[src/rtl/vcap_pkg.sv]
package vcap_pkg;
    localparam int SUB_LOG    = 3;
    localparam int PIXELS     = 512;
    localparam int ROW_W      = 9;
    localparam int SYNC_DEPTH = 2;

    typedef struct packed {
        logic [2:0] red;
        logic [2:0] green;
        logic [1:0] blue;
    } rgb332_t;

    function automatic int clog2_min1(input int v);
        return (v <= 2) ? 1 : $clog2(v);
    endfunction
endpackage

[src/rtl/vcap_sync.sv]
module vcap_sync #(
    parameter int WIDTH  = 2,
    parameter int STAGES = 2
) (
    input  logic             clk,
    input  logic             rst,
    input  logic [WIDTH-1:0] async_in,
    output logic [WIDTH-1:0] sync_out
);
    logic [WIDTH-1:0] stage_q [STAGES];

    always_ff @(posedge clk) begin
        if (rst) stage_q[0] <= '0;
        else     stage_q[0] <= async_in;
    end

    for (genvar s = 1; s < STAGES; s++) begin : g_stage
        always_ff @(posedge clk) begin
            if (rst) stage_q[s] <= '0;
            else     stage_q[s] <= stage_q[s-1];
        end
    end

    assign sync_out = stage_q[STAGES-1];
endmodule

[src/rtl/vcap_col_tracker.sv]
module vcap_col_tracker
    import vcap_pkg::*;
#(
    parameter int SUB_BITS = 3,
    parameter int NPIX     = 512,
    localparam int COL_W   = clog2_min1(NPIX),
    localparam int CNT_W   = COL_W + SUB_BITS
) (
    input  logic             clk,
    input  logic             rst,
    input  logic             h_act,
    input  rgb332_t          pix,
    output logic [COL_W-1:0] col_q,
    output logic             wr_en,
    output logic [COL_W-1:0] wr_addr,
    output rgb332_t          wr_data
);
    localparam logic [CNT_W-1:0] CNT_MAX = '1;
    localparam logic [COL_W-1:0] COL_MAX = COL_W'(NPIX - 1);

    logic [CNT_W-1:0] cnt_q;
    logic             full_q;
    logic             step;

    assign step = h_act && (&cnt_q[SUB_BITS-1:0]) && !full_q;

    always_ff @(posedge clk) begin
        if (rst || !h_act) begin
            cnt_q  <= '0;
            col_q  <= '0;
            full_q <= 1'b0;
        end else begin
            if (cnt_q != CNT_MAX) cnt_q <= cnt_q + 1'b1;
            if (step) begin
                full_q <= (col_q == COL_MAX);
                if (col_q != COL_MAX) col_q <= col_q + 1'b1;
            end
        end
    end

    always_ff @(posedge clk) begin
        if (rst) begin
            wr_en   <= 1'b0;
            wr_addr <= '0;
            wr_data <= '0;
        end else begin
            wr_en   <= step;
            wr_addr <= col_q;
            wr_data <= pix;
        end
    end


    col_step_chk: assert property (@(posedge clk) disable iff (rst)
        (col_q != $past(col_q)) |-> (col_q == $past(col_q) + 1'b1 || col_q == '0));


    wr_pulse_chk: assert property (@(posedge clk) disable iff (rst)
        wr_en |=> !wr_en);
endmodule

[src/rtl/vcap_row_tracker.sv]
module vcap_row_tracker #(
    parameter int RW = 9
) (
    input  logic          clk,
    input  logic          rst,
    input  logic          v_act,
    input  logic          h_rise,
    input  logic          h_fall,
    output logic [RW-1:0] row_q,
    output logic          eol,
    output logic [RW-1:0] eol_row
);
    localparam logic [RW-1:0] ROW_MAX = '1;

    always_ff @(posedge clk) begin
        if (rst || !v_act)                    row_q <= '0;
        else if (h_rise && row_q != ROW_MAX)  row_q <= row_q + 1'b1;
    end

    always_ff @(posedge clk) begin
        if (rst) begin
            eol     <= 1'b0;
            eol_row <= '0;
        end else begin
            eol <= h_fall;
            if (h_fall) eol_row <= row_q;
        end
    end


    vsync_hold_chk: assert property (@(posedge clk) disable iff (rst)
        !v_act |=> (row_q == '0));


    row_sat_chk: assert property (@(posedge clk) disable iff (rst)
        (row_q == ROW_MAX) |=> (row_q == ROW_MAX || row_q == '0));


    eol_pulse_chk: assert property (@(posedge clk) disable iff (rst)
        eol |=> !eol);
endmodule

[src/rtl/vcap_coord_gen.sv]
module vcap_coord_gen
    import vcap_pkg::*;
#(
    parameter int SUB_BITS = SUB_LOG,
    parameter int NPIX     = PIXELS,
    parameter int RW       = ROW_W,
    parameter int SYNC_N   = SYNC_DEPTH,
    localparam int COL_W   = clog2_min1(NPIX)
) (
    input  logic             clk,
    input  logic             rst,
    input  logic             hsync_n,
    input  logic             vsync_n,
    input  logic [7:0]       pix_in,
    output logic [COL_W-1:0] col_idx,
    output logic [RW-1:0]    row_idx,
    output logic             wr_en,
    output logic [COL_W-1:0] wr_addr,
    output logic [7:0]       wr_data,
    output logic             eol,
    output logic [RW-1:0]    eol_row
);
    logic [1:0] sync_v;
    logic       h_prev_q;
    logic       h_rise, h_fall;
    rgb332_t    pix_s, wr_pix;

    vcap_sync #(.WIDTH(2), .STAGES(SYNC_N)) u_sync (
        .clk(clk), .rst(rst),
        .async_in({vsync_n, hsync_n}),
        .sync_out(sync_v)
    );

    always_ff @(posedge clk) begin
        if (rst) h_prev_q <= 1'b0;
        else     h_prev_q <= sync_v[0];
    end

    assign h_rise = sync_v[0] && !h_prev_q;
    assign h_fall = !sync_v[0] && h_prev_q;
    assign pix_s  = rgb332_t'(pix_in);

    vcap_col_tracker #(.SUB_BITS(SUB_BITS), .NPIX(NPIX)) u_col (
        .clk(clk), .rst(rst), .h_act(sync_v[0]), .pix(pix_s),
        .col_q(col_idx), .wr_en(wr_en), .wr_addr(wr_addr), .wr_data(wr_pix)
    );

    assign wr_data = 8'(wr_pix);

    vcap_row_tracker #(.RW(RW)) u_row (
        .clk(clk), .rst(rst), .v_act(sync_v[1]),
        .h_rise(h_rise), .h_fall(h_fall),
        .row_q(row_idx), .eol(eol), .eol_row(eol_row)
    );


    eol_needs_fall_chk: assert property (@(posedge clk) disable iff (rst)
        $rose(eol) |-> ($past(h_prev_q) && !$past(sync_v[0])));
endmodule

[config.mk]
export PLATFORM = sky130hd
export DESIGN_NAME = vcap_coord_gen
export DESIGN_NICKNAME = d
export VERILOG_FILES = /design/src/rtl/vcap_pkg.sv /design/src/rtl/vcap_sync.sv /design/src/rtl/vcap_col_tracker.sv /design/src/rtl/vcap_row_tracker.sv /design/src/rtl/vcap_coord_gen.sv
export SDC_FILE = /design/constraint.sdc
export NUM_CORES = 1
export LEC_CHECK = 0
export BUFFER_PORTS_ARGS = -buffer_cell sky130_fd_sc_hd__buf_4
export CAP_MARGIN = 5
export CORE_UTILIZATION = 53
export CTS_CLUSTER_DIAMETER = 120
export DETAILED_ROUTE_END_ITERATION = 6
export PLACE_DENSITY = 0.85
export SYNTH_ARGS = -nofsm -noshare
export SYNTH_HDL_FRONTEND = slang
export SYNTH_SLANG_ARGS = --single-unit
[constraint.sdc]
create_clock -name clk -period 4.76 [get_ports clk]
set_input_delay 0.952 -clock clk [delete_from_list [all_inputs] [get_ports clk]]
set_output_delay 0.952 -clock clk [all_outputs]
set_load 0.01 [all_outputs]
# Word level (Yosys, flattened, before mapping)
# Memory sizes are Yosys's and may differ from the RTL's.
# Cells that the tools add are included.
dict set report totals {
  ff_bits 60
  mem_bits_rw 4
  input_bits 12
  out_inout_bits 46
  elab_cells 40
  n_memories 1
}
dict set report op_classes {
  n_addsub 3
  n_eq_ne 4
  n_mux 5
  n_bitwise 2
  reduce_logical 13
}
# memory depth width rd rd_clocked_by_memory_dff write_ports line_no
set memory_table {}
lappend memory_table {u_sync.stage_q 2 2 2 0 2 vcap_sync.sv:10} ;# logic [WIDTH-1:0] stage_q [STAGES];
# operator count
set ops {}
lappend ops {{adder 9 x 1 -> 9 bit, second input constant} 2}
lappend ops {{!= test 9 bit, second input constant} 2}
lappend ops {{adder 12 x 1 -> 12 bit, second input constant} 1}
lappend ops {{!= test 12 bit, second input constant} 1}
lappend ops {{== test 9 bit, second input constant} 1}
lappend ops {{logical AND 1 bit} 5}
lappend ops {{logical NOT 1 bit} 4}
lappend ops {{two-way mux 2 bit} 2}
lappend ops {{two-way mux 1 bit} 3}
lappend ops {{AND reduction 3 bit} 1}
lappend ops {{logical OR 1 bit} 2}
lappend ops {{bitwise OR 1 bit} 2}
lappend ops {{AND reduction 2 bit} 1}

# Depth between registers and ports, before layout
dict set report depth {
  word_depth 4
  mapped_depth 9
  depth_no_buf 8
}

# By module
# From an unflattened synthesis, not the netlist that was laid out.
dict set report hier_totals {
  cells_unflattened 249
  hier_area_um2 2481.1
}
# mod n_inst cells_each area_per_inst_um2 seq_area_each_um2
set by_module_without_submodules {}
lappend by_module_without_submodules {vcap_col_tracker 1 160 1572.8 800.8}
lappend by_module_without_submodules {vcap_row_tracker 1 77 764.5 380.4}
lappend by_module_without_submodules {vcap_sync 1 8 105.1 80.1}
lappend by_module_without_submodules {vcap_coord_gen 1 4 38.8 20.0}

# Worst setup path before layout
# OpenSTA, ideal clock, no wires.
dict set report synth_timing {
  kind {reg2reg}
  from {register u_col.col_q[0]}
  to {register u_col.col_q[4]}
  setup_ns 0.128
  arrival_ns 1.860
  t_required_ns 4.632
  path_slack_ns 2.772
  path_stages_with_launch 10
  n_path_buf 1
  synth_period_minus_slack_ns 1.988
  path_cell_list {dfxtp_1 > ha_1 > and3_1 > and3_1 > ha_1 > and4bb_2 > buf_2 > nand4_1 > xor2_1 > nor2_1}
}
dict set report synth_via {
  elab_chain_len 2
  elab_cells_between_ends 3
  cone_classes {add/sub (1); eq/ne (1); reduce/logical (1)}
}
# element line_no
set synth_rtl {}
lappend synth_rtl {{start: declaration} vcap_col_tracker.sv:13} ;# output logic [COL_W-1:0] col_q,
lappend synth_rtl {{start signal: assignment} vcap_col_tracker.sv:36} ;# if (col_q != COL_MAX) col_q <= col_q + 1'b1;
lappend synth_rtl {{parallel branches: the longest is 2 deep, another holds adder 9 x 1 -> 9 bit} --}
# Parallel ways; which one is timed is not known.
# A chain may end at the register's enable or synchronous reset.

# Worst setup path in the final report
dict set report layout_timing {
  from {register u_col.col_q[0]}
  to {register u_col.col_q[7]}
}
# Same word-level chain as after synthesis.

==> results.ini <==
[outcome]
status = finished clean

[global_routing]
gr-total-overflow = 0
grt_pass1_wl_mm = 7.94
grtUsageMet2_pct = 32.8
grt_util_met3_pct = 8.43
grt_pass1_vias = 1732
gr-usage-met1_pct = 27.1
antenna_found_initial = 0
grt_start_max_net_pins = 34
globalRoute.busiestLayer = met2
globalRouteTotalUtil_pct = 21.4

[cells_and_area]
insertedDiodeCount = 0
drive_above_1_share_pct = 25.9
finalNetCount = 323
fillCellCount = 316
mostFrequentLayoutCell = dfxtp_1
final_cell_mix = dfxtp_1, buf_4, nor2_1, nand2_1, nor2b_1
finalCoreUtilization_pct = 70.5
multi_input_area_um2 = 1070
synthToLayoutAreaGrowth_pct = 28.3
regArea_um2 = 1280

[logic_synthesis]
ys_ff_latch = 64
ys_seq_area_share_pct = 53.6
synth_top_area_share_pct = 53.6
synthesis.area_um2 = 2390
netlist-cell-type-count = 31
yosys_warnings = 0
syn_inst = 246
synth_area_leaders = dfxtp_1, nor2b_1, xor2_1
yosysTopAreaCell = dfxtp_1
synth_fp_nets = 264
synth_area_per_cell_um2 = 9.72

[routing]
first_iter_violations = 84
wl_per_cell_um = 13.1
drt-total-wl_mm = 4.73
firstDrtPassIters = 4
via_count = 1887
drcViolationCount = 0
vias_per_cell = 5.23
antenna_left = 0

[sta]
layout_min_cycle_time_ns = 2.14
rsz0062_at_grt = false
slew_viol_final = 0
maxClockFrequency_mhz = 468
finalWorstSetupSlack_ns = 2.62
worst_pin_slew_ns = 0.840
finalSetupViolCount = 0
fin_crit_sh_pct = 44.9
finalSetupTns_ns = 0
hold_viol_final = 0
skew_ns = 0.00896
maxSlewHeadroom_pct = 44.0

[setup_path]
cp_max_fo = 9
r2r_start = u_col.col_q[0]$_SDFFE_PP0P_
crit_start = u_col.col_q[0]$_SDFFE_PP0P_
crit_slowest_cell = and4bb_2
r2r_cells = 8
end_kind = flip-flop
critical_path.cell_chain = ha_1 > and3_1 > and3_1 > ha_1 > and4bb_2 > nand4_1 > xor2_1 > nor2_1
crit_arrival_ns = 2.33
r2r_end = u_col.col_q[7]$_SDFFE_PP0P_
critPathLaunchType = flip-flop
path_class = flip-flop to flip-flop
slowest_delay_ns = 0.45
endpoint = u_col.col_q[7]$_SDFFE_PP0P_
rrSetupSlack_ns = 2.62
crit_required_ns = 4.95

[power]
internal_power_w = 0.000862
p_seq_share_pct = 50.4
p_sw_share_pct = 20.2
combPwrFrac_pct = 2.6
ir_drop_v = 0.000275
p_leak_nw = 1.29
p_switching_w = 0.000218
power_frac_clock_pct = 47.0
powerDensity_nw_per_um2 = 352

[clock_network]
clockRootBuffer = clkbuf_8
clock_latency_ns = 0.33
cts.sinks = 64
post-cts-setup-buffers = 0
cts-root-to-sink-buffers = 2
numCtsBuffers = 9
cts_resized = 0
hold_buffers = 0
cts_tree = done
path_clk_slew_ns = 0.07
htreeDepth = 3

[die]
fp.dieH_um = 69.2
pin_count = 58
chipWidth_um = 69.2
start_util_pct = 54.9
core_area_um2 = 4350
row_count = 24
die-area_um2 = 4790

[flow_run]
maxCapViolCount = 0

[placement]
finalWeightedCongestion = 0.839
preCtsSetupSlack_ns = 2.33
dp_hpwl_mm = 3.15
port_buffers = 57

[min_path]
hp-start = u_col.full_q$_SDFFE_PP0P_
hold_path.class = flip-flop to flip-flop

-- cell families (layout without fill, tap and decap cells) --
logic type | count (synthesis) | after routing | synth area share [%]
and+or+nand+nor | 118 | 118 | 27.5
muxes | 5 | 5 | 2.09
buffers and inverters | 11 | 74 | 1.78
adders and majority gates | 6 | 6 | 3.14
xor gates and xnor gates | 19 | 19 | 6.96
AOI/OAI and AO/OA | 23 | 23 | 5.02
DFF | 64 | 64 | 53.6
-- how the worst min path moves through the flow --
stage,end,slack (ns),depth (start not counted)
2_1_floorplan,u_col.wr_en$_SDFF_PP0_,0.41,1
6_report,u_col.wr_en$_SDFF_PP0_,0.45,1
3_5_place_dp,u_sync.stage_q[1][1]$_SDFF_PP0_,0.44,1
5_1_grt,u_sync.stage_q[1][0]$_SDFF_PP0_,0.46,1
4_1_cts,u_sync.stage_q[1][1]$_SDFF_PP0_,0.45,1
3_3_place_gp,u_sync.stage_q[1][1]$_SDFF_PP0_,0.42,1
-- layer usage --
metal,up-vias,wire [µm]
met4,0,29
met1,893,2200
li1,944,-
met3,2,196
met5,-,0
met2,48,2310
-- registers in the layout, indices dropped and copies added (netlist names) --
register / count
h_prev_q: 1
u_row.eol: 1
u_col.wr_data: 8
u_col.cnt_q: 12
u_col.wr_en: 1
u_sync.stage_q: 4
u_col.wr_addr: 9
u_row.row_q: 9
u_row.eol_row: 9
u_col.col_q: 9
u_col.full_q: 1
-- critical path: cells and delay by family, from the launching register on --
kind	cells	cell delay, ns
and+or+nand+nor	5	1.04
xor gates and xnor gates	1	0.15
DFF	1	0.35
adders and majority gates	2	0.45
-- synth_stat cells (all sizes together) --
cell and number:
nand4 11, nor2b 23, nor2 28, and3 9
and4 1, nor4 1, nor3 3, dfxtp 64
mux2i 5, ha 6, a31oi 2, or3 2
inv 2, nand2 27, buf 1, and4bb 1
xor2 15, a211oi 1, xnor2 4, clkbuf 8
nand3 6, nand2b 3, o21ai 4, nor3b 2
or2 1, a21oi 16
-- power by group through the flow --
stage	clock network [W]	registers (W)	logic, W
floorplan	0	0.000557	0.0000121
global placement	0	0.000556	0.0000278
detailed placement	0	0.000556	0.0000286
CTS	0.000516	0.000544	0.0000288
global route	0.000539	0.000544	0.0000309
finish	0.000507	0.000544	0.0000285
-- layout make-up --
type                            instances  area share (%)
Multi-Input combinational cell        171            34.8
Sequential cell                        64            41.7
Timing Repair Buffer                   57            13.9
Clock buffer                           10            4.48
Clock inverter                          5            2.65
Inverter                                2           0.245
Tap cell                               52            2.12
-- through the flow --
step | cell area (µm²) | cells | hold WS (ns) | total power (W)
2_1_floorplan | 2390 | 246 | 0.412 | 0.000569
3_3_place_gp | 2850 | 346 | 0.420 | 0.000584
3_5_place_dp | 2850 | 346 | 0.439 | 0.000585
4_1_cts | 3070 | 361 | 0.454 | 0.00109
5_1_grt | 3070 | 361 | 0.457 | 0.00111
6_report | 3070 | 361 | 0.449 | 0.00108
(Power assumes the default switching activity.)
